`config.mk`:
```
export PLATFORM = sky130hd
export DESIGN_NAME = ret_addr_stack
export DESIGN_NICKNAME = d
export VERILOG_FILES = /design/src/rtl/ras_pkg.sv /design/src/rtl/ras_store.sv /design/src/rtl/ras_ctrl.sv /design/src/rtl/ret_addr_stack.sv
export SDC_FILE = /design/constraint.sdc
export NUM_CORES = 1
export LEC_CHECK = 0
export ABC_AREA = 1
export CAP_MARGIN = 40
export CORE_ASPECT_RATIO = 0.5
export CORE_UTILIZATION = 55
export DETAILED_ROUTE_END_ITERATION = 16
export PLACE_DENSITY = 0.83
export SLEW_MARGIN = 20
export SYNTH_ARGS = -nofsm -noshare
export SYNTH_HDL_FRONTEND = slang
export SYNTH_SLANG_ARGS = --single-unit
```
`constraint.sdc`:
```
create_clock -name clk_i -period 10.29 [get_ports clk_i]
set_input_delay 3.087 -clock clk_i [delete_from_list [all_inputs] [get_ports clk_i]]
set_output_delay 3.087 -clock clk_i [all_outputs]
set_load 0.05 [all_outputs]
```
`src/rtl/ras_pkg.sv`:
```
package ras_pkg;
  typedef enum logic [1:0] {
    OP_IDLE,
    OP_PUSH,
    OP_POP,
    OP_SWAP
  } ras_op_e;
endpackage

```
`src/rtl/ras_store.sv`:
```
module ras_store #(
  parameter int DEPTH = 16,
  parameter int XLEN  = 32,
  localparam int IDX_W = (DEPTH > 1) ? $clog2(DEPTH) : 1
) (
  input  logic             clk_i,
  input  logic             rst_ni,
  input  logic             wr_en_i,
  input  logic [IDX_W-1:0] wr_idx_i,
  input  logic [XLEN-1:0]  wr_data_i,
  input  logic [IDX_W-1:0] rd_idx_i,
  output logic [XLEN-1:0]  rd_data_o
);
  logic [XLEN-1:0] slot_q [DEPTH];

  for (genvar g = 0; g < DEPTH; g++) begin : g_slot
    always_ff @(posedge clk_i or negedge rst_ni) begin
      if (!rst_ni)                                 slot_q[g] <= '0;
      else if (wr_en_i && wr_idx_i == IDX_W'(g))   slot_q[g] <= wr_data_i;
    end
  end

  assign rd_data_o = slot_q[rd_idx_i];
endmodule

```
`src/rtl/ras_ctrl.sv`:
```
module ras_ctrl
  import ras_pkg::*;
#(
  parameter int DEPTH = 16,
  parameter int XLEN  = 32,
  localparam int IDX_W = (DEPTH > 1) ? $clog2(DEPTH) : 1,
  localparam int CNT_W = $clog2(DEPTH + 1)
) (
  input  logic             clk_i,
  input  logic             rst_ni,
  input  logic             push_i,
  input  logic [XLEN-1:0]  push_addr_i,
  input  logic             pop_i,
  input  logic             drop_i,
  input  logic [XLEN-1:0]  rd_data_i,
  output logic [IDX_W-1:0] rd_idx_o,
  output logic             wr_en_o,
  output logic [IDX_W-1:0] wr_idx_o,
  output logic [XLEN-1:0]  wr_data_o,
  output logic [CNT_W-1:0] cnt_o,
  output logic             redirect_o,
  output logic [XLEN-1:0]  ret_addr_o,
  output logic             ovf_o,
  output logic             udf_o
);
  logic [CNT_W-1:0] cnt_q, cnt_d;
  logic [XLEN-1:0]  ret_q, ret_d;
  logic             redir_q, redir_d, ovf_q, ovf_d, udf_q, udf_d;
  logic             empty, full, is_ret;
  ras_op_e          op;

  assign empty  = (cnt_q == '0);
  assign full   = (cnt_q == CNT_W'(DEPTH));
  assign is_ret = pop_i & ~drop_i;  // drop wins: no jump

  always_comb begin
    unique case ({push_i, pop_i | drop_i})
      2'b10:   op = OP_PUSH;
      2'b01:   op = OP_POP;
      2'b11:   op = OP_SWAP;
      default: op = OP_IDLE;
    endcase
  end

  assign rd_idx_o  = IDX_W'(cnt_q - CNT_W'(1));
  assign wr_data_o = push_addr_i;

  always_comb begin
    cnt_d    = cnt_q;
    ret_d    = ret_q;
    redir_d  = 1'b0;
    ovf_d    = 1'b0;
    udf_d    = 1'b0;
    wr_en_o  = 1'b0;
    wr_idx_o = IDX_W'(cnt_q);
    unique case (op)
      OP_PUSH: begin
        if (full) ovf_d = 1'b1;
        else begin
          wr_en_o = 1'b1;
          cnt_d   = cnt_q + CNT_W'(1);
        end
      end
      OP_POP: begin
        if (empty) begin
          udf_d = 1'b1;
          if (is_ret) ret_d = '0;
        end else begin
          cnt_d = cnt_q - CNT_W'(1);
          if (is_ret) begin
            redir_d = 1'b1;
            ret_d   = rd_data_i;
          end
        end
      end
      OP_SWAP: begin
        wr_en_o = 1'b1;
        if (empty) begin
          // pop underflows, push still lands in slot 0
          udf_d    = 1'b1;
          wr_idx_o = '0;
          cnt_d    = CNT_W'(1);
          if (is_ret) ret_d = '0;
        end else begin
          wr_idx_o = rd_idx_o;
          if (is_ret) begin
            redir_d = 1'b1;
            ret_d   = rd_data_i;
          end
        end
      end
      default: ;
    endcase
  end

  always_ff @(posedge clk_i or negedge rst_ni) begin
    if (!rst_ni) begin
      cnt_q   <= '0;
      ret_q   <= '0;
      redir_q <= 1'b0;
      ovf_q   <= 1'b0;
      udf_q   <= 1'b0;
    end else begin
      cnt_q   <= cnt_d;
      ret_q   <= ret_d;
      redir_q <= redir_d;
      ovf_q   <= ovf_d;
      udf_q   <= udf_d;
    end
  end

  assign cnt_o      = cnt_q;
  assign redirect_o = redir_q;
  assign ret_addr_o = ret_q;
  assign ovf_o      = ovf_q;
  assign udf_o      = udf_q;
endmodule

```
`src/rtl/ret_addr_stack.sv`:
```
module ret_addr_stack #(
  parameter int DEPTH = 16,
  parameter int XLEN  = 32,
  localparam int IDX_W = (DEPTH > 1) ? $clog2(DEPTH) : 1,
  localparam int CNT_W = $clog2(DEPTH + 1)
) (
  input  logic             clk_i,
  input  logic             rst_ni,
  input  logic             push_i,
  input  logic [XLEN-1:0]  push_addr_i,
  input  logic             pop_i,
  input  logic             drop_i,
  output logic [XLEN-1:0]  top_o,
  output logic             empty_o,
  output logic             full_o,
  output logic [CNT_W-1:0] depth_o,
  output logic             redirect_o,
  output logic [XLEN-1:0]  ret_addr_o,
  output logic             ovf_o,
  output logic             udf_o
);
  logic             wr_en;
  logic [IDX_W-1:0] wr_idx, rd_idx;
  logic [XLEN-1:0]  wr_data, rd_data;
  logic [CNT_W-1:0] cnt;

  ras_ctrl #(.DEPTH(DEPTH), .XLEN(XLEN)) i_ctrl (
    .clk_i       (clk_i),
    .rst_ni      (rst_ni),
    .push_i      (push_i),
    .push_addr_i (push_addr_i),
    .pop_i       (pop_i),
    .drop_i      (drop_i),
    .rd_data_i   (rd_data),
    .rd_idx_o    (rd_idx),
    .wr_en_o     (wr_en),
    .wr_idx_o    (wr_idx),
    .wr_data_o   (wr_data),
    .cnt_o       (cnt),
    .redirect_o  (redirect_o),
    .ret_addr_o  (ret_addr_o),
    .ovf_o       (ovf_o),
    .udf_o       (udf_o)
  );

  ras_store #(.DEPTH(DEPTH), .XLEN(XLEN)) i_store (
    .clk_i     (clk_i),
    .rst_ni    (rst_ni),
    .wr_en_i   (wr_en),
    .wr_idx_i  (wr_idx),
    .wr_data_i (wr_data),
    .rd_idx_i  (rd_idx),
    .rd_data_o (rd_data)
  );

  assign depth_o = cnt;
  assign empty_o = (cnt == '0);
  assign full_o  = (cnt == CNT_W'(DEPTH));
  assign top_o   = empty_o ? '0 : rd_data;
endmodule

```
==> impl_metrics.tcl, run 1 <==
set metrics [dict create \
    worst_slack_ps 1960 \
    dieArea_um2 50100 \
    ir_worst_vdd_v 0.000305 \
    cts_buffers 49 \
    min_path_type "reg -> reg" \
    setup_tns_ps 0 \
    synth_edf_count 0 \
    cts_setup_buffers 0 \
    fillers 4017 \
    grt_first_pass_wirelength_um 137000 \
    first_pass_iters 12 \
    final_common_cell "nand2_1" \
    grt_pass1_vias 24500 \
    htree_levels 2 \
    async_flop_share 1.00 \
    top_level_ports 111 \
    p_leak_nw 15.4 \
    period_share 0.810 \
    wl_um 86800 \
    start_util 0.558 \
    antenna_found_initial 1 \
    critPathKind "reg -> out" \
    synth_area_um2 27000 \
    clkLatencyLatePin_ps 600 \
    clock.fmax_ghz 0.120 \
    outcome "finished, violations left" \
    grt_use_total 0.348 \
    placed_area_um2 28100 \
    drc 1 \
    num_rows 57 \
    cts_resized 0 \
    grt_max_degree 181 \
    fin_nets 3580 \
    cts_root_buffer "clkbuf_16" \
    synth-seq-area-share 0.511 \
    cts_sinks 552 \
    post_drt_wl_per_cell_um 20.5 \
    violations "design-rule violations" \
    path_clk_slew_ps 70 \
    syn_nets 3680 \
    antenna_left 0 \
    yosys_warnings 0 \
    fp.dieW_um 316 \
    min_period_ps 8330 \
    drive_gt1_frac 0.0526 \
    synthFlopType "dfrtp_1" \
    overflow 0 \
    tritoncts "yes" \
    avgSynthCellArea_um2 7.43 \
    grt_setup_unrepaired "false" \
    drv_slew 0 \
    critical_path.max_fanout 103 \
    clock_path_buffers 3 \
    ys_ff_latch 552 \
    holdWs_ps 471 \
    via_count 25700 \
    max-cap-violations 0 \
    cts_hold_buf 0 \
    power.density_nw_per_um2 406 \
    p_total_mw 12.1 \
    mostFrequentLayoutCells "nand2_1, nand3_1, dfrtp_1, clkdlybuf4s50_1, o21ai_0" \
    drtIter0Drc 4197 \
    gp_congestion 0.851 \
    worstSetupEndpointType "primary output" \
    crit_path_start_kind "flip-flop" \
    synth_cells 3641 \
    critPathArrivalTime_ps 5250 \
    dp_slack_ps 2740 \
    core_um2 48500 \
    final_cell_area_um2 29800 \
    setup-violations-final 0 \
    synth.distinct_cells 27 \
    area_delta_synth_final_pct 10.3 \
    finalHoldViolCount 0 \
    tightest_slew_ps 1040 \
    place_hpwl_um 46700 \
    skew_ps 25.5 \
    relSlewSlack 0.305 \
    die_h_um 159 \
    viasPerCell 6.08 \
    portBuffers 110 \
    critical_path_required_ps 7200 \
]
critical path, stage by stage, from the launching register on:
cell             delay, ps
dfrtp_4                630
inv_8                  510
ha_4                   430
buf_16                 280
inv_4                  540
buf_12                 330
buf_4                  500
nand3_1                140
nand3_1                100
nand3_1                100
nand3_1                240
inv_1                   80
clkdlybuf4s50_1        710
registers in the layout (all words and copies together) (netlist names):
| name | cells |
|---|---|
| i_store.slot_q | 512 |
| i_ctrl.ret_addr_o | 32 |
| i_ctrl.udf_o | 1 |
| i_ctrl.ovf_o | 1 |
| i_ctrl.cnt_o | 5 |
| i_ctrl.redirect_o | 1 |
cells in the mapped netlist (9+ instances only):
master	n	area share
inv_2	12	0.0017
buf_1	13	0.0018
o21ai_1	20	0.0037
buf_2	108	0.020
nand3_1	804	0.15
buf_4	38	0.011
nand2_1	1750	0.24
nor2_2	9	0.0021
clkbuf_1	155	0.022
dfrtp_1	552	0.51
nor2_1	9	0.0012
o21ai_0	88	0.016
inv_1	46	0.0064
cell families (layout without fill, tap and decap cells):
group	Yosys count	in the layout	synth area share
AO/OA/AOI/OAI	113	113	0.0215
adder cells (fa/ha/maj)	2	2	0.000925
buffers and inverters	383	317	0.0649
flip-flops	552	552	0.511
other	0	1	0
AND/OR/NAND/NOR	2591	2591	0.402
metal layers:
layer / share of wire / vias to the layer above / GRT usage
li1: - / 11400 / -
met1: 0.37 / 12100 / 0.475
met2: 0.43 / 1881 / 0.515
met3: 0.14 / 331 / 0.0981
met4: 0.049 / 0 / 0.162
met5: 0 / - / 0
where the power goes:
group / internal [mW] / switching (mW) / total, mW
Clock: 0.981 / 0.849 / 1.83
Combinational: 1.93 / 4.70 / 6.63
Sequential: 3.12 / 0.535 / 3.65
final cells by class:
| cell class | count | area (µm²) | area share |
|---|---|---|---|
| flip-flops and latches | 552 | 13800 | 0.463 |
| well taps | 649 | 812 | 0.0272 |
| repair buffers | 172 | 1900 | 0.0637 |
| diodes | 1 | 2.50 | 0.0000839 |
| inverters | 60 | 235 | 0.00789 |
| clock inverters | 14 | 106 | 0.00357 |
| multi-input cells | 2706 | 11500 | 0.386 |
| clock buffers | 71 | 1450 | 0.0486 |
stage by stage:
stage | util | instances
after floorplan | - | 3641
after global placement | 0.574 | 4120
after detailed placement | 0.580 | 4133
after CTS | 0.612 | 4218
after global routing | 0.615 | 4225
final | 0.615 | 4225
worst paths after layout:
kind                       cells after the start                               to  slack [ps]                             from
min in group asynchronous                      1  i_store.slot_q[105]$_DFFE_PN0P_        2390                           rst_ni
min reg2reg                                    2  i_store.slot_q[497]$_DFFE_PN0P_         470  i_store.slot_q[497]$_DFFE_PN0P_
max in group asynchronous                      3  i_store.slot_q[278]$_DFFE_PN0P_        6350                           rst_ni
max reg2reg                                   13   i_store.slot_q[10]$_DFFE_PN0P_        4690      i_ctrl.cnt_o[0]$_DFFE_PN0P_
min                                            2  i_store.slot_q[497]$_DFFE_PN0P_         470  i_store.slot_q[497]$_DFFE_PN0P_
max                                           12                        top_o[31]        1960      i_ctrl.cnt_o[0]$_DFFE_PN0P_
(Power assumes the default switching activity.)
==> inputs of run 2 (changes only) <==
==> constraint.sdc (replaced) <==
create_clock -name clk_i -period 8.3 [get_ports clk_i]
set_input_delay 2.49 -clock clk_i [delete_from_list [all_inputs] [get_ports clk_i]]
set_output_delay 2.49 -clock clk_i [all_outputs]
set_load 0.05 [all_outputs]
==> impl_metrics.tcl, run 2 (same netlist as run 1, synthesis figures left out) <==
set metrics [dict create \
    largest_reg_flops 512 \
    period_share 0.879 \
    max_stage_delay_ps 760 \
    start_util 0.558 \
    overflow 0 \
    power.density_nw_per_um2 504 \
    tightest_slew_ps 1020 \
    tritoncts "yes" \
    regMostFlops "i_store.slot_q" \
    final_cell_area_um2 30000 \
    cpMostUsedCell "nand3_1" \
    critPathArrivalTime_ps 4800 \
    seq_area_um2 13800 \
    cts_hold_buf 0 \
    multi_input_area_um2 11500 \
    dieArea_um2 50100 \
    path_cells "inv_8 > ha_4 > buf_4 > buf_4 > nand3_1 > nand3_1 > nand3_1 > nand3_1 > inv_1 > clkdlybuf4s50_1" \
    clock_path_buffers 3 \
    antenna_found_initial 1 \
    min_path_type "reg -> reg" \
    busiest_layer "met2" \
    antenna_left 0 \
    clock.fmax_ghz 0.137 \
    portBuffers 110 \
    viasPerCell 6.07 \
    area_delta_synth_final_pct 11.1 \
    outcome "completed" \
    htree_levels 2 \
    placed_cells 4145 \
    ir_worst_vdd_v 0.000393 \
    cts_resized 0 \
    cts_buffers 49 \
    crit_path_start_kind "flip-flop" \
    relSlewSlack 0.320 \
    p_leak_nw 15.5 \
    die_h_um 159 \
    worstSetupEndpointType "primary output" \
    mostFrequentLayoutCells "nand2_1, nand3_1, dfrtp_1, clkdlybuf4s50_1, o21ai_0" \
    grt_first_pass_wirelength_um 137000 \
    max-cap-violations 0 \
    dp_slack_ps 1760 \
    drc 0 \
    grt_max_degree 165 \
    grt_pass1_vias 24600 \
    cts_root_buffer "clkbuf_16" \
    gp_congestion 0.903 \
    fillers 4005 \
    cpMaxStageDelayCell "buf_4" \
    worst_slack_ps 1010 \
    post_drt_wl_per_cell_um 20.4 \
    path_clk_slew_ps 70 \
    finalHoldViolCount 0 \
    fp.dieW_um 316 \
    grt_use_total 0.346 \
    grt_setup_unrepaired "false" \
    drive_gt1_frac 0.0563 \
    clkLatencyLatePin_ps 610 \
    placed_area_um2 28300 \
    via_count 25700 \
    skew_ps 27.5 \
    critical_path_required_ps 5810 \
    first_pass_iters 8 \
    p_total_mw 15.1 \
    setup_tns_ps 0 \
    met3_usage 0.0846 \
    critical_path.max_fanout 113 \
    place_hpwl_um 49700 \
    fin_nets 3592 \
    min_period_ps 7290 \
    grt_use_met1 0.478 \
    setup-violations-final 0 \
    use_met2 0.523 \
    final_common_cell "nand2_1" \
    num_rows 57 \
    final_cells 4240 \
    top_level_ports 111 \
    core_um2 48500 \
    wl_um 86600 \
    drtIter0Drc 3797 \
    critPathKind "reg -> out" \
    cts_setup_buffers 0 \
    drv_slew 0 \
    cts_sinks 552 \
]
[run 2: cell count changes in the layout (fill, tap and decap cells not counted), moves of 2 or more]
| cell | before | now |
|---|---|---|
| buf_16 | 9 | 6 |
| buf_4 | 40 | 48 |
| buf_6 | 1 | 3 |
| buf_8 | 2 | 8 |
| bufinv_16 | 0 | 5 |
| clkinv_2 | 10 | 8 |
[run 2: critical path: cells and delay by family, from the launching register on]
kind	cells	cell delay [ps]
buf+inv	5	2660
simple gates	4	590
fa+ha+maj	1	250
flops	1	510
[run 2: metrics by stage]
step / utilization / hold WS (ps)
after floorplan: - / 442
after detailed placement: 0.583 / 458
final: 0.619 / 470
after global placement: 0.575 / 453
after global routing: 0.619 / 488
after CTS: 0.617 / 474
[run 2: power breakdown]
group          internal, mW  switching (mW)
Clock                  1.37            1.07
Sequential             3.87           0.654
Combinational          2.38            5.78
Total                  7.62            7.51
[run 2: worst paths after layout]
path | startpoint | to | slack [ps] | depth (start not counted)
max in group asynchronous | rst_ni | i_ctrl.cnt_o[0]$_DFFE_PN0P_ | 4880 | 2
setup reg to reg | i_ctrl.cnt_o[0]$_DFFE_PN0P_ | i_store.slot_q[453]$_DFFE_PN0P_ | 3670 | 12
min in group asynchronous | rst_ni | i_ctrl.ret_addr_o[7]$_DFFE_PN0P_ | 1890 | 1
setup / recovery | i_ctrl.cnt_o[0]$_DFFE_PN0P_ | top_o[28] | 1010 | 10
hold reg to reg | i_store.slot_q[84]$_DFFE_PN0P_ | i_store.slot_q[84]$_DFFE_PN0P_ | 470 | 2
hold / removal | i_store.slot_q[84]$_DFFE_PN0P_ | i_store.slot_q[84]$_DFFE_PN0P_ | 470 | 2
[run 2: metal layers]
layer	vias up	routed length [µm]
met5	-	0
met4	0	3430
met3	290	12100
met2	1898	38100
met1	12100	33000
li1	11400	-
[run 2: area by class of cell]
cell class	count	share of cell area
Timing Repair Buffer	184	0.0656
Sequential cell	552	0.460
Multi-Input combinational cell	2706	0.383
Clock buffer	72	0.0484
Tap cell	649	0.0270
Clock inverter	16	0.00791
Antenna cell	1	0.0000833
Inverter	60	0.00791
